$ cat src/rtl/coh_rtw_pkg.sv
// Shared command and line-state codes for the read-to-write coherence wrapper.
// Assumes a 2-bit command field and a 2-bit line-state field on all ports.
package coh_rtw_pkg;
    typedef enum logic [1:0] {
        CMD_RD   = 2'd0,
        CMD_WR   = 2'd1,
        CMD_KILL = 2'd2,
        CMD_WB   = 2'd3
    } bus_cmd_e;

    typedef enum logic [1:0] {
        LN_I = 2'd0,
        LN_E = 2'd1,
        LN_M = 2'd2
    } line_st_e;
endpackage

$ cat src/rtl/coh_snoop_xlate.sv
// Snoop command translator: turns a snooped read into a write so the local
// cache gives the line up; every other command passes unchanged.
// Assumes the bus shows only other masters' address phases on the snoop inputs.
module coh_snoop_xlate
    import coh_rtw_pkg::*;
(
    input  logic     snp_valid,
    input  bus_cmd_e snp_cmd,
    output bus_cmd_e fwd_cmd,
    output logic     inval
);
    // Translate and flag snoops that must remove the local copy.
    always_comb begin
        fwd_cmd = (snp_cmd == CMD_RD) ? CMD_WR : snp_cmd;
        inval   = snp_valid && (snp_cmd != CMD_WB);
    end
endmodule

$ cat src/rtl/coh_line_states.sv
// Behavioural per-line state model (Invalid / Exclusive / Modified).
// Assumes a local completion, a write-back completion and a snoop never target
// the same line in one cycle, as on a single shared bus.
module coh_line_states
    import coh_rtw_pkg::*;
#(
    parameter int LINE_W = 2
) (
    input  logic              clk,
    input  logic              rst_n,
    input  logic              inval,
    input  logic [LINE_W-1:0] snp_line,
    input  logic              lcl_done,
    input  bus_cmd_e          lcl_cmd,
    input  logic [LINE_W-1:0] lcl_line,
    input  logic              wb_fire,
    input  logic [LINE_W-1:0] wb_line,
    input  logic [LINE_W-1:0] q_line,
    output line_st_e          q_state,
    output logic              snp_hit_m
);
    localparam int NUM_LINES = 1 << LINE_W;

    line_st_e st [NUM_LINES];

    // Advance line states on write-back, local completion and snoop invalidation.
    always_ff @(posedge clk) begin
        if (!rst_n) begin
            for (int i = 0; i < NUM_LINES; i++) st[i] <= LN_I;
        end else begin
            if (wb_fire) begin
                st[wb_line] <= LN_I;
            end else if (lcl_done) begin
                if (lcl_cmd == CMD_WR)
                    st[lcl_line] <= LN_M;
                else if (lcl_cmd == CMD_RD && st[lcl_line] == LN_I)
                    st[lcl_line] <= LN_E;
            end
            if (inval && st[snp_line] == LN_E)
                st[snp_line] <= LN_I;
        end
    end

    // Query port and dirty-hit detection.
    always_comb begin
        q_state   = st[q_line];
        snp_hit_m = inval && (st[snp_line] == LN_M);
    end


    snp_e_inval_chk: assert property (@(posedge clk) disable iff (!rst_n)
        inval && st[snp_line] == LN_E |=> st[$past(snp_line)] == LN_I);


    lcl_wr_m_chk: assert property (@(posedge clk) disable iff (!rst_n)
        lcl_done && lcl_cmd == CMD_WR && !wb_fire && !(inval && snp_line == lcl_line)
        |=> st[$past(lcl_line)] == LN_M);


    wb_inv_chk: assert property (@(posedge clk) disable iff (!rst_n)
        wb_fire |=> st[$past(wb_line)] == LN_I);
endmodule

$ cat src/rtl/coh_retry_ctl.sv
// Retry and write-back controller: a registered flag raised on a snoop hit to a
// Modified line, held until the write-back address phase completes.
// Assumes one write-back outstanding at a time; further dirty hits meanwhile
// are covered by the retry that is already high.
module coh_retry_ctl #(
    parameter int LINE_W = 2
) (
    input  logic              clk,
    input  logic              rst_n,
    input  logic              hit_m,
    input  logic [LINE_W-1:0] snp_line,
    input  logic              bus_done,
    output logic              wb_pend,
    output logic [LINE_W-1:0] wb_line,
    output logic              wb_fire
);
    // Capture a dirty hit, clear once the write-back is accepted.
    always_ff @(posedge clk) begin
        if (!rst_n) begin
            wb_pend <= 1'b0;
            wb_line <= '0;
        end else if (wb_pend && bus_done) begin
            wb_pend <= 1'b0;
        end else if (!wb_pend && hit_m) begin
            wb_pend <= 1'b1;
            wb_line <= snp_line;
        end
    end

    // Write-back completes when the bus accepts it.
    always_comb wb_fire = wb_pend && bus_done;


    retry_set_chk: assert property (@(posedge clk) disable iff (!rst_n)
        hit_m && !wb_pend |=> wb_pend && wb_line == $past(snp_line));


    retry_hold_chk: assert property (@(posedge clk) disable iff (!rst_n)
        wb_pend && !bus_done |=> wb_pend && $stable(wb_line));


    retry_drop_chk: assert property (@(posedge clk) disable iff (!rst_n)
        wb_pend && bus_done |=> !wb_pend);
endmodule

$ cat src/rtl/coh_rtw_wrapper.sv
// Coherence wrapper for a three-state (M/E/I) cache on a snooping bus.
// Snooped reads reach the processor as writes, so no line is ever shared.
// Dirty hits raise a registered retry until the line is written back.
// Assumes bus_done reports a completed, non-retried address phase of this wrapper.
module coh_rtw_wrapper
    import coh_rtw_pkg::*;
#(
    parameter int LINE_W = 2
) (
    input  logic              clk,
    input  logic              rst_n,
    input  logic              snp_valid,
    input  logic [1:0]        snp_cmd,
    input  logic [LINE_W-1:0] snp_line,
    output logic              proc_snp_valid,
    output logic [1:0]        proc_snp_cmd,
    output logic [LINE_W-1:0] proc_snp_line,
    output logic              snp_retry,
    input  logic              lcl_valid,
    input  logic [1:0]        lcl_cmd,
    input  logic [LINE_W-1:0] lcl_line,
    output logic              lcl_ready,
    output logic              bus_valid,
    output logic [1:0]        bus_cmd,
    output logic [LINE_W-1:0] bus_line,
    input  logic              bus_done,
    input  logic [LINE_W-1:0] q_line,
    output logic [1:0]        q_state
);
    bus_cmd_e          fwd_cmd;
    logic              inval;
    logic              hit_m;
    logic              wb_pend;
    logic              wb_fire;
    logic [LINE_W-1:0] wb_line;
    logic              lcl_done;
    line_st_e          q_st;

    coh_snoop_xlate u_xlate (
        .snp_valid (snp_valid),
        .snp_cmd   (bus_cmd_e'(snp_cmd)),
        .fwd_cmd   (fwd_cmd),
        .inval     (inval)
    );

    coh_line_states #(.LINE_W(LINE_W)) u_lines (
        .clk       (clk),
        .rst_n     (rst_n),
        .inval     (inval),
        .snp_line  (snp_line),
        .lcl_done  (lcl_done),
        .lcl_cmd   (bus_cmd_e'(lcl_cmd)),
        .lcl_line  (lcl_line),
        .wb_fire   (wb_fire),
        .wb_line   (wb_line),
        .q_line    (q_line),
        .q_state   (q_st),
        .snp_hit_m (hit_m)
    );

    coh_retry_ctl #(.LINE_W(LINE_W)) u_retry (
        .clk      (clk),
        .rst_n    (rst_n),
        .hit_m    (hit_m),
        .snp_line (snp_line),
        .bus_done (bus_done),
        .wb_pend  (wb_pend),
        .wb_line  (wb_line),
        .wb_fire  (wb_fire)
    );

    // Processor snoop port, bus request mux and local handshake.
    always_comb begin
        proc_snp_valid = snp_valid;
        proc_snp_cmd   = fwd_cmd;
        proc_snp_line  = snp_line;
        snp_retry      = wb_pend;
        lcl_ready      = !wb_pend;
        bus_valid      = wb_pend || lcl_valid;
        bus_cmd        = wb_pend ? CMD_WB : lcl_cmd;
        bus_line       = wb_pend ? wb_line : lcl_line;
        lcl_done       = lcl_valid && bus_done && !wb_pend;
        q_state        = q_st;
    end
endmodule

$ cat config.mk
export PLATFORM = sky130hd
export DESIGN_NAME = coh_rtw_wrapper
export DESIGN_NICKNAME = d
export VERILOG_FILES = /design/src/rtl/coh_rtw_pkg.sv /design/src/rtl/coh_snoop_xlate.sv /design/src/rtl/coh_line_states.sv /design/src/rtl/coh_retry_ctl.sv /design/src/rtl/coh_rtw_wrapper.sv
export SDC_FILE = /design/constraint.sdc
export NUM_CORES = 1
export LEC_CHECK = 0
export BUFFER_PORTS_ARGS = -buffer_cell sky130_fd_sc_hd__buf_4
export CAP_MARGIN = 30
export CORE_MARGIN = 2
export CORE_UTILIZATION = 50
export CTS_BUF_LIST = sky130_fd_sc_hd__clkbuf_8
export DETAILED_ROUTE_END_ITERATION = 8
export PLACE_DENSITY_LB_ADDON = 0.3
export SYNTH_ARGS = -nofsm -noshare
export SYNTH_HDL_FRONTEND = slang
export SYNTH_SLANG_ARGS = --single-unit
$ cat constraint.sdc
create_clock -name clk -period 2.5 [get_ports clk]
set_clock_uncertainty 0.1 [all_clocks]
set_input_delay 0.75 -clock clk [delete_from_list [all_inputs] [get_ports clk]]
set_output_delay 0.75 -clock clk [all_outputs]
set_load 0.01 [all_outputs]
==> results.toml <==
[place]
numPortBuffers = 28
finalWeightedCongestion = 0.828
post-dp-hpwl_um = 1860

[synthesis]
async_reset_ff_share_pct = 0
seq_area_frac_synth_pct = 24.4
yosysWarningCount = 0
synth_cell_type_count = 43
syn_area_sq_um = 903
synth-edff-count = 0
netlist_instances = 103
ys_seq_elements = 11
syn_nets = 118
synth-main-ff-cell = "dfxtp_1"
synth_area_per_cell_sq_um = 8.77

[drt]
first_iter_violations = 49
vias = 931
post-route-drc-count = 0
wire_per_inst_um = 16.2
vias_per_cell = 6.08
drtAntennaViolNets = 0
drt_pre_antenna_iters = 4
drt_wl_total_um = 2480

[power]
clock_power_share_pct = 39.6
swShare_pct = 27.3
seqPwrFrac_pct = 39.9
p_int_mw = 0.330
powerDensity_nw_per_um2 = 398
total_leakage_power_nw = 0.481
ir_drop_uv = 286
p_sw_mw = 0.124
comb_power_share_pct = 20.5

[cts]
cts_resized = 0
cts_root_buffer = "clkbuf_8"
cts.sinks = 11
cts_max_level = 1
clkLatencyLatePin_ps = 240
cts_setup_buffers = 0
cts_tree = "done"
path_clk_slew_ps = 50
numCtsBuffers = 3
cts_hold_buf = 0
clockBufferDepth = 2

[timing]
post-route-period-util_pct = 93.5
hold_viol = 0
rsz0062_at_grt = "false"
tightest_slew_ps = 400
whs_ps = 428
slew_headroom_pct = 73.3
tns_ps = 0
drv_slew = 0
period_needed_ps = 2340
fmax_ghz = 0.428
finalSetupViolations = 0

[setup_path]
arrival_ps = 1490
crit_path_max_fanout = 2
end_kind = "output port"
rrSetupSlack_ps = 730
reg2reg_depth = 5
worstPathRequired_ps = 1650
start_kind = "primary input"
worstSetupPathType = "primary input to output port"

[grt]
first_global_vias = 844
track_usage_pct = 25.5
grt_pass1_wl_um = 3900
grt_max_degree = 17
antenna_found_initial = 0
grt-ovfl-total = 0

[die]
initial_utilization_pct = 52.9
die_h_um = 46.5
die_w_um = 46.5
num_io_pins = 29
num_rows = 15
core_area_sq_um = 1710
dieArea_sq_um = 2160

[worst_hold_path]
whs_path_depth = 2
hp-class = "flop to flop"

[final_layout]
fillers = 142
layout-drive-gt1-share_pct = 34.4
nNetsFinal = 144
final_cell_mix = "buf_4, nand2_1, dfxtp_1"
syn2layout_area_growth_pct = 26.3
layout_commonest_cell = "buf_4"
antenna_cells = 0

[run]
maxCapViolCount = 0

[outcome]
outcome = "completed"
==> cell families (layout without fill, tap and decap cells) <==
logic type	after synthesis	in the layout	synth area share, %
DFF	11	11	24.4
muxes	9	9	12.9
AOI/OAI and AO/OA	22	22	23.1
and+or+nand+nor	49	49	32.1
buffers and inverters	12	37	7.48
==> final cells by class <==
type	instances	area [sq um]	share of cell area, %
Clock buffer	3	41.3	3.62
Timing Repair Buffer	28	210	18.4
Tap cell	25	31.3	2.74
Inverter	5	18.8	1.64
Clock inverter	1	3.75	0.329
Sequential cell	11	220	19.3
Multi-Input combinational cell	80	616	53.9
==> sequential cells by signal, summed over array words and instances (netlist names) <==
| signal | count |
|---|---|
| u_lines.st | 8 |
| u_retry.wb_line | 2 |
| u_retry.wb_pend | 1 |
==> synthesized netlist by cell type (2+ instances only) <==
cell / n / area (sq um)
nand2_1: 20 / 75.1
dfxtp_1: 11 / 220
nand3_1: 8 / 40.0
mux2i_1: 6 / 60.1
inv_1: 5 / 18.8
buf_4: 4 / 30.0
a211oi_1: 3 / 22.5
nor2_1: 3 / 11.3
o21ai_1: 3 / 15.0
a21oi_1: 2 / 10.0
clkbuf_1: 2 / 7.51
mux4_2: 2 / 45.0
nor3_2: 2 / 20.0
nor3b_1: 2 / 15.0
o32ai_2: 2 / 32.5
==> critical path: stages <==
cell and delay, ps:
buf_4 100, mux4_2 480, buf_4 160
==> layer usage <==
layer / track usage (%) / up-vias / part of all wire [%]
li1: - / 432 / -
met1: 33.1 / 443 / 40
met2: 42.8 / 50 / 50
met3: 4.71 / 6 / 8.2
met4: 6.86 / 0 / 1.1
met5: 0 / - / 0
==> per-stage QoR <==
stage               util [%]  instances  power, mW  worst slack, ps  cell area (sq um)
floorplan                  -        103      0.231              394                903
global placement        64.2        149      0.275              174               1100
detailed placement      64.2        149      0.278              166               1100
CTS                     66.8        153      0.456              161               1140
global route            66.8        153      0.471              134               1140
finish                  66.8        153      0.454              163               1140
==> path summary, 6_finish.rpt <==
kind                                           end                from
worst min-delay path            u_retry.wb_line[1]  u_retry.wb_line[1]
worst max register to register    u_lines.st[0][0]     u_retry.wb_pend
worst min register to register  u_retry.wb_line[1]  u_retry.wb_line[1]
worst max-delay path                    q_state[0]           q_line[0]
==> power by group through the flow <==
stage / sequential (mW) / clock, mW / combinational [mW]
after global routing: 0.182 / 0.190 / 0.0992
after floorplan: 0.183 / 0 / 0.0480
after CTS: 0.181 / 0.182 / 0.0929
final: 0.181 / 0.180 / 0.0931
after detailed placement: 0.185 / 0 / 0.0924
after global placement: 0.185 / 0 / 0.0901
Note: power is estimated with default switching activity, not from simulation.
